<file path="src/rtl/asb_pkg.sv">
// Shared constants for the audio sample buffer.
// Assumes an 8-bit status byte; only the bit positions are fixed here.
package asb_pkg;
    localparam int STATUS_W    = 8;
    localparam int ST_EMPTY    = 0;
    localparam int ST_HALF     = 2;
    localparam int ST_FULL     = 3;

    // Assemble the status byte from the queue flags.
    function automatic logic [STATUS_W-1:0] pack_status(input logic empty,
                                                        input logic half,
                                                        input logic full);
        logic [STATUS_W-1:0] s;
        s           = '0;
        s[ST_EMPTY] = empty;
        s[ST_HALF]  = half;
        s[ST_FULL]  = full;
        return s;
    endfunction
endpackage

</file>
<file path="src/rtl/asb_strobe_sync.sv">
// Multi-stage synchroniser for one level signal from the bus side.
// Assumes the input is held for longer than STAGES clock cycles.
module asb_strobe_sync #(
    parameter int STAGES = 2
) (
    input  logic clk,
    input  logic clear,
    input  logic async_in,
    output logic level
);
    logic [STAGES-1:0] chain;

    generate
        if (STAGES == 1) begin : g_single
            // Single flop capture.
            always_ff @(posedge clk) begin
                if (clear) chain <= '0;
                else       chain <= async_in;
            end
        end else begin : g_multi
            // Shift chain capture.
            always_ff @(posedge clk) begin
                if (clear) chain <= '0;
                else       chain <= {chain[STAGES-2:0], async_in};
            end
        end
    endgenerate

    assign level = chain[STAGES-1];
endmodule

</file>
<file path="src/rtl/asb_fifo.sv">
// Single-clock circular queue with level counter and fill flags.
// Assumes DEPTH is a power of two, at least 2. Overflowing pushes and
// underflowing pops are ignored.
module asb_fifo #(
    parameter int DATA_W = 8,
    parameter int DEPTH  = 256
) (
    input  logic              clk,
    input  logic              clear,
    input  logic              push,
    input  logic [DATA_W-1:0] wdata,
    input  logic              pop,
    output logic [DATA_W-1:0] rdata,
    output logic              empty,
    output logic              half,
    output logic              full
);
    localparam int            AW     = $clog2(DEPTH);
    localparam logic [AW:0]   FULL_C = (AW+1)'(DEPTH);
    localparam logic [AW:0]   HALF_C = (AW+1)'(DEPTH / 2);

    logic [DATA_W-1:0] mem [DEPTH];
    logic [AW-1:0]     wr_ptr;
    logic [AW-1:0]     rd_ptr;
    logic [AW:0]       fill;
    logic              do_push;
    logic              do_pop;

    assign do_push = push && !full;
    assign do_pop  = pop && !empty;

    // Storage write; contents need no reset.
    always_ff @(posedge clk) begin
        if (!clear && do_push) mem[wr_ptr] <= wdata;
    end

    // Pointer and fill-level bookkeeping.
    always_ff @(posedge clk) begin
        if (clear) begin
            wr_ptr <= '0;
            rd_ptr <= '0;
            fill   <= '0;
        end else begin
            if (do_push) wr_ptr <= wr_ptr + 1'b1;
            if (do_pop)  rd_ptr <= rd_ptr + 1'b1;
            case ({do_push, do_pop})
                2'b10:   fill <= fill + 1'b1;
                2'b01:   fill <= fill - 1'b1;
                default: fill <= fill;
            endcase
        end
    end

    assign rdata = mem[rd_ptr];
    assign empty = (fill == '0);
    assign full  = (fill == FULL_C);
    assign half  = (fill >= HALF_C);
endmodule

</file>
<file path="src/rtl/asb_dac_seq.sv">
// Converts sample ticks into queue pops and a delayed DAC load strobe.
// Assumes sample_tick is synchronous to clk. Data is presented one cycle
// before the strobe; a tick during that settle cycle is ignored.
module asb_dac_seq #(
    parameter int DATA_W = 8
) (
    input  logic              clk,
    input  logic              clear,
    input  logic              tick,
    input  logic              fifo_empty,
    input  logic [DATA_W-1:0] fifo_rdata,
    output logic              pop,
    output logic [DATA_W-1:0] dac_data,
    output logic              dac_load
);
    logic pend;

    assign pop = tick && !fifo_empty && !pend;

    // Capture popped word, then strobe one cycle later.
    always_ff @(posedge clk) begin
        if (clear) begin
            dac_data <= '0;
            pend     <= 1'b0;
            dac_load <= 1'b0;
        end else begin
            pend     <= pop;
            dac_load <= pend;
            if (pop) dac_data <= fifo_rdata;
        end
    end
endmodule

</file>
<file path="src/rtl/audio_sample_buffer.sv">
// Top level: bus decode, strobe synchronisation, queue, status register
// and DAC sequencing. Assumes bus_din is steady while the write strobe is
// active and that host strobes last longer than SYNC_STAGES+1 cycles.
module audio_sample_buffer #(
    parameter int DATA_W      = 8,
    parameter int DEPTH       = 256,
    parameter int SYNC_STAGES = 2
) (
    input  logic              clk,
    input  logic              rst_n,
    input  logic              bus_mreset,
    input  logic              bus_sel_n,
    input  logic              bus_wr_n,
    input  logic              bus_rd_n,
    input  logic [7:0]        bus_din,
    output logic [7:0]        bus_dout,
    output logic              bus_doe,
    input  logic              sample_tick,
    output logic [DATA_W-1:0] dac_data,
    output logic              dac_load
);
    import asb_pkg::*;

    logic                clear;
    logic                wr_raw;
    logic                rd_raw;
    logic                wr_lvl;
    logic                rd_lvl;
    logic                wr_lvl_q;
    logic                push;
    logic                pop;
    logic [DATA_W-1:0]   q_rdata;
    logic                q_empty;
    logic                q_half;
    logic                q_full;
    logic [STATUS_W-1:0] status_q;

    assign clear  = !rst_n || bus_mreset;
    assign wr_raw = !bus_sel_n && !bus_wr_n;
    assign rd_raw = !bus_sel_n && !bus_rd_n;

    asb_strobe_sync #(.STAGES(SYNC_STAGES)) u_wr_sync (
        .clk      (clk),
        .clear    (clear),
        .async_in (wr_raw),
        .level    (wr_lvl)
    );

    asb_strobe_sync #(.STAGES(SYNC_STAGES)) u_rd_sync (
        .clk      (clk),
        .clear    (clear),
        .async_in (rd_raw),
        .level    (rd_lvl)
    );

    // Delay for write edge detection.
    always_ff @(posedge clk) begin
        if (clear) wr_lvl_q <= 1'b0;
        else       wr_lvl_q <= wr_lvl;
    end

    assign push = wr_lvl && !wr_lvl_q;

    asb_fifo #(.DATA_W(DATA_W), .DEPTH(DEPTH)) u_fifo (
        .clk   (clk),
        .clear (clear),
        .push  (push),
        .wdata (bus_din[DATA_W-1:0]),
        .pop   (pop),
        .rdata (q_rdata),
        .empty (q_empty),
        .half  (q_half),
        .full  (q_full)
    );

    asb_dac_seq #(.DATA_W(DATA_W)) u_seq (
        .clk        (clk),
        .clear      (clear),
        .tick       (sample_tick),
        .fifo_empty (q_empty),
        .fifo_rdata (q_rdata),
        .pop        (pop),
        .dac_data   (dac_data),
        .dac_load   (dac_load)
    );

    // Status snapshot refreshed every cycle.
    always_ff @(posedge clk) begin
        if (clear) status_q <= pack_status(1'b1, 1'b0, 1'b0);
        else       status_q <= pack_status(q_empty, q_half, q_full);
    end

    assign bus_dout = status_q;
    assign bus_doe  = rd_lvl;
endmodule

</file>
<file path="config.mk">
export PLATFORM = sky130hd
export DESIGN_NAME = audio_sample_buffer
export DESIGN_NICKNAME = d
export VERILOG_FILES = /design/src/rtl/asb_pkg.sv /design/src/rtl/asb_strobe_sync.sv /design/src/rtl/asb_fifo.sv /design/src/rtl/asb_dac_seq.sv /design/src/rtl/audio_sample_buffer.sv
export SDC_FILE = /design/constraint.sdc
export NUM_CORES = 2
export LEC_CHECK = 0
export CAP_MARGIN = 5
export CORE_MARGIN = 8
export CORE_UTILIZATION = 55
export DETAILED_ROUTE_END_ITERATION = 10
export PLACE_DENSITY = 0.79
export SYNTH_ARGS = -nofsm -noshare
export SYNTH_HDL_FRONTEND = slang
export SYNTH_HIERARCHICAL = 1
export SYNTH_SLANG_ARGS = --single-unit
</file>
<file path="constraint.sdc">
create_clock -name clk -period 8.3 [get_ports clk]
set_input_delay 2.49 -clock clk [delete_from_list [all_inputs] [get_ports clk]]
set_output_delay 2.49 -clock clk [all_outputs]
set_load 0.02 [all_outputs]
</file>
== Yosys cells after proc, flatten, opt, wreduce, memory -nomap -nowiden ==
Memories as Yosys holds them, arrays and structs flattened. A register that Yosys moved wholly into a read port is not among the register bits.
Index checks and enable logic that the tools add are counted.
W data, S select, Z words.

* Mux-type cells: 3
* Shift-type cells: 0
* Add/sub/neg operators: 4
* Reduce and logical (&&, ||, !) cells: 20
* Divide/modulo/power cells: 0
* Eq/ne operators: 3
* $mul: 0
* Magnitude comparators: 1
* Bitwise gates (word level): 0

{| class="wikitable"
|+ Operators by type and width
! kind !! number
|-
| $pmux W9 S2 || 1
|-
| $add A8 B1 Y8 const B || 2
|-
| $add A9 B1 Y9 const B || 1
|-
| $eq A9 B9 Y1 const B || 1
|-
| $ge A9 B8 Y1 const B || 1
|-
| $logic_not A1 Y1 || 9
|-
| $logic_not A9 Y1 || 1
|-
| $sub A9 B1 Y9 const B || 1
|-
| $logic_and A1 B1 Y1 || 8
|-
| $eq A2 B1 Y1 const B || 1
|-
| $eq A2 B2 Y1 const B || 1
|-
| $mux W1 || 2
|-
| $reduce_bool A2 Y1 || 1
|-
| $logic_or A1 B1 Y1 || 1
|}

* Memory bits (writable): 2048
* Bits in read-only memories: 0
* Register bits: 40
* Logic and storage cells: 42
* Input port bits: 15
* Latch bits: 0
* Memories kept: 1
* Output and inout port bits: 18

{| class="wikitable"
|+ Memories
! memory !! depth !! width !! rd ports !! clocked after memory_dff !! write ports !! line !! RTL
|-
| u_fifo.mem || 256 || 8 || 1 || 1 || 1 || asb_fifo.sv:22 || <nowiki>logic [DATA_W-1:0] mem [DEPTH];</nowiki>
|}

== Logic depth before layout (Yosys ltp) ==
* Word-level depth: 7
* Depth in mapped cells: 14
* Mapped depth without buffers: 12

== Hierarchy ==
The synthesis kept the hierarchy.

{| class="wikitable"
|+ By module, submodules not included
! module !! area an instance (um2) !! cells each !! sequential area each (um2) !! instances
|-
| asb_fifo || 80518.5 || 3779 || 62159.6 || 1
|-
| asb_dac_seq || 422.9 || 39 || 200.2 || 1
|-
| audio_sample_buffer || 181.4 || 18 || 80.1 || 1
|-
| asb_strobe_sync || 52.6 || 4 || 40.0 || 2
|}

== Worst setup path after synthesis ==
OpenSTA, ideal clock, no wires.

* Kind: in2reg
* Start: in sample_tick
* End: reg u_fifo.fill[8]
* Buffers on the path: 2
* Required time: 8.230 ns
* Setup time: 0.070 ns
* Slack: 3.050 ns
* Arrival time: 5.179 ns
* Cell stages on the path: 12
* Cell sequence: nor3b_2 -> buf_6 -> o31a_1 -> clkbuf_1 -> ha_1 -> ha_1 -> a21o_1 -> a211o_1 -> a2111oi_0 -> o21ai_0 -> a21o_1 -> a21oi_1

* Cells in the longest elaborated chain, start to end: 5

{| class="wikitable"
|+ RTL lines
! what !! line !! RTL
|-
| start: declaration || audio_sample_buffer.sv:18 || <nowiki>input logic sample_tick,</nowiki>
|-
| $logic_and A1 B1 Y1 (*) (2 in a row) || asb_dac_seq.sv:18 || <nowiki>assign pop = tick && !fifo_empty && !pend;</nowiki>
|-
| via pop || audio_sample_buffer.sv:31 || <nowiki>logic pop;</nowiki>
|-
| $logic_and A1 B1 Y1 (*) || asb_fifo.sv:30 || <nowiki>assign do_pop = pop && !empty;</nowiki>
|-
| $eq A2 B1 Y1 / $eq A2 B2 Y1 (equally long branches) || asb_fifo.sv:46 || <nowiki>case ({do_push, do_pop})</nowiki>
|-
| $pmux W9 S2 / $reduce_bool A2 Y1 (equally long branches) || -- ||
|-
| end signal: assignment || asb_fifo.sv:47 || <nowiki>2'b10: fill <= fill + 1'b1;</nowiki>
|-
| end signal: assignment || asb_fifo.sv:48 || <nowiki>2'b01: fill <= fill - 1'b1;</nowiki>
|-
| end signal: assignment || asb_fifo.sv:49 || <nowiki>default: fill <= fill;</nowiki>
|-
| end: declaration || asb_fifo.sv:25 || <nowiki>logic [AW:0] fill;</nowiki>
|}

Mark *: on every way through the listed nets, which the timed path passes. The rest lies on a longest branch.
A chain may end at the register's enable or synchronous reset.

== Final worst setup path ==
* Start: in rst_n
* End: mem u_fifo.mem[219][5] (enable)

* Cells in the longest elaborated chain, start to end: 6

{| class="wikitable"
|+ RTL lines
! what !! line !! RTL
|-
| start: declaration || audio_sample_buffer.sv:10 || <nowiki>input logic rst_n,</nowiki>
|-
| $logic_not A1 Y1 || audio_sample_buffer.sv:38 || <nowiki>assign clear = !rst_n || bus_mreset;</nowiki>
|-
| $logic_or A1 B1 Y1 || audio_sample_buffer.sv:38 ||
|-
| via clear || audio_sample_buffer.sv:24 || <nowiki>logic clear;</nowiki>
|-
| $logic_not A1 Y1 || asb_fifo.sv:34 || <nowiki>if (!clear && do_push) mem[wr_ptr] <= wdata;</nowiki>
|-
| $logic_and A1 B1 Y1 || asb_fifo.sv:34 ||
|-
| $mux W1 || asb_fifo.sv:34 ||
|-
| $mux W1 (implied by the code) || asb_fifo.sv:34 ||
|-
| end: declaration || asb_fifo.sv:22 ||
|}

The timed path passes the listed nets, and every way through them passes these cells.

==> results.yml <==
run_status:
  status: "finished clean"
global_route:
  track_usage_pct: 25.5
  grt_overflow: 0
  antenna_found_initial: 3
  grt_max_degree: 158
  grt_pass1_vias: 40308
  grt_pass1_wl_mm: 299
logic_synthesis:
  async_reset_ff_share_pct: 0
  synthAdderAreaFrac_pct: 0.225
  synth_compound_area_share_pct: 3.20
  yosys.area_share.simple_pct: 3.04
  yosys-top-cells-area: "edfxtp_1 (76%), mux4_2 (13%), nor2_1 (1.5%), dfxtp_1 (1.3%), mux2i_1 (1.2%)"
  synth_xor_area_share_pct: 0.183
  ys_ff_latch: 2099
  synth-edff-count: 2048
  synth_top_family_by_area: "multiplexers"
  synth.distinct_cells: 75
  synth.area.mux_share_pct: 14.6
  ys_seq_area_share_pct: 77.0
  synth_warnings: 6
  synth_flop_cell: "edfxtp_1"
  syn_avg_cell_area_sq_um: 21.1
  synth.top_cell.area_share_pct: 75.7
  postSynthCellCount: 3844
  synth_area_sq_mm: 0.0812
  synth_area_leader_cell: "edfxtp_1"
cells_and_area:
  mostFrequentLayoutCell: "edfxtp_1"
  nNetsFinal: 3932
  num-fill-cells: 9594
  syn_to_final_growth_pct: 10.4
  final_cell_mix: "edfxtp_1 (2,048), mux4_2 (475), nor2_1 (313)"
  layout-drive-gt1-share_pct: 21.7
place:
  io_buffer_count: 27
  hpwlAfterDp_mm: 119
  gp_congestion: 0.929
timing:
  setup_tns_ns: 0
  maxSlewViolCount: 0
  maxSlewHeadroom_pct: 14.4
  finalCritPeriodShare_pct: 66.3
  min_period_ns: 5.50
  grt_setup_unrepaired: "false"
  fmax_ghz: 0.182
  fin_worst_skew_ns: 0.0326
  hold_violations: 0
  worst_pin_slew_ns: 1.28
  finalSetupViolCount: 0
floorplanning:
  start_util_pct: 55.2
  core_sq_mm: 0.147
  dieHeight_um: 400
  num_io_pins: 33
  num_rows: 141
  fp.dieW_um: 400
  die-area_sq_mm: 0.160
power_and_ir_drop:
  p_int_uw: 16700
  switchingPower_uw: 4090
  power_uw: 20800
  p_comb_share_pct: 1.1
  power_frac_seq_pct: 55.7
  p_clk_share_pct: 43.1
  swShare_pct: 19.6
  leakage_uw: 0.0266
  power.density_mw_per_mm2: 232
  peakVddDrop_mv: 0.201
worst_setup_path:
  cpPeakStageDelay_ns: 1.00
  startpoint_type: "primary input"
  cp.arrival_ns: 5.93
  criticalPathCategory: "primary input to flop"
  cp_num_buf_inv: 1
  path_delay_family: "simple AND/OR/NAND/NOR gates"
  cp.required_ns: 8.73
  crit_fanout: 16
  endpoint_kind: "flop"
  worst_path_max_delay_cell: "nand4_1"
  path_cells: "clkdlybuf4s50_1 > or2b_2 > nor2_4 > nand4_1 > nor2_1"
cts:
  path_clk_slew_ns: 0.07
  htreeDepth: 4
  root_buffer: "clkbuf_16"
  hold_buffers: 0
  clock-sinks: 2099
  insertion_delay_ns: 0.82
  cts-resized-gates: 0
  clock_path_buffers: 3
  cts_tree: "done"
  post-cts-setup-buffer-count: 0
  cts_buffers: 191
route:
  vias: 41543
  routed_wl_mm: 209
  dr.pass1.iters: 8
  wire_per_inst_um: 34.8
  antenna_left: 0
  drt_iter0_drc: 6800
  avgViaCountPerCell: 6.92
  drc: 0
run:
  drv_cap: 0
min_path:
  hp-class: "flop to flop"
## power groups by stage
stage	Sequential (uW)	Clock [uW]	Combinational, uW
CTS	11600	9040	232
global route	11600	9430	239
finish	11600	8990	232
floorplan	11800	0	10.7
detailed placement	11800	0	232
global placement	11800	0	230
## stage by stage
stage          instances  hold slack, ns  utilization, %  instance area, sq um  setup slack, ns
2_1_floorplan       3848           0.414               -                 81200             3.05
3_3_place_gp        5640           0.430            56.6                 83300             2.17
3_5_place_dp        5640           0.435            56.6                 83300             2.12
4_1_cts             5996           0.458            60.9                 89700             2.95
5_1_grt             5996           0.467            60.9                 89700             2.71
6_report            6001           0.448            61.0                 89700             2.80
## cells in the mapped netlist (all sizes together) (16+ instances only)
master	count
edfxtp	2048
mux4	481
nor2	316
buf	156
o22ai	98
mux2i	96
clkbuf	81
a22oi	68
nand2	52
dfxtp	51
a21oi	46
nand3	41
a22o	34
a211oi	30
nand2b	24
a221oi	23
nor2b	20
nor4	17
o221ai	16
## state kept, by name (all words and copies together), names as in the netlist, named ones only
name / cells
bus_dout: 3
u_fifo/fill: 9
u_fifo/mem: 2048
u_fifo/rd_ptr: 8
u_fifo/wr_ptr: 8
u_rd_sync/chain: 2
u_seq/dac_data: 8
u_seq/dac_load: 1
u_seq/pend: 1
u_wr_sync/chain: 2
wr_lvl_q: 1
## final timing paths
path                                    startpoint                  to  slack, ns  cells past startpoint
worst max-delay path                         rst_n  u_fifo/mem[219][5]       2.80                      5
worst min-delay path            u_wr_sync/chain[0]  u_wr_sync/chain[1]       0.45                      1
worst max register to register      u_fifo/fill[0]  u_fifo/mem[219][5]       3.38                      7
worst min register to register  u_wr_sync/chain[0]  u_wr_sync/chain[1]       0.45                      1
## area by class of cell
cell class	instances	area (sq um)	share of cell area, %
multi-input combinational	1506	17300	19.3
inverter	6	22.5	0.0251
sequential	2099	62500	69.7
clock buffer	227	5020	5.60
tap	1930	2410	2.69
timing repair buffer	99	1000	1.12
antenna	5	12.5	0.0140
clock inverter	129	1360	1.52
## logic make-up after synthesis
| family | Yosys count |
|---|---|
| AO/OA/AOI/OAI | 357 |
| XOR/XNOR | 17 |
| adder cells (fa/ha/maj) | 14 |
| buffers and inverters | 243 |
| flip-flops | 2099 |
| multiplexers | 578 |
| other | 1 |
| AND/OR/NAND/NOR | 535 |
## layer usage
layer	track usage (%)	wire length (um)	up-vias
met1	35.1	74500	21157
met2	38.9	96200	3670
met3	7.11	27900	543
met5	0	13	-
li1	-	-	16171
met4	10.5	9980	2
(Power assumes the default switching activity.)
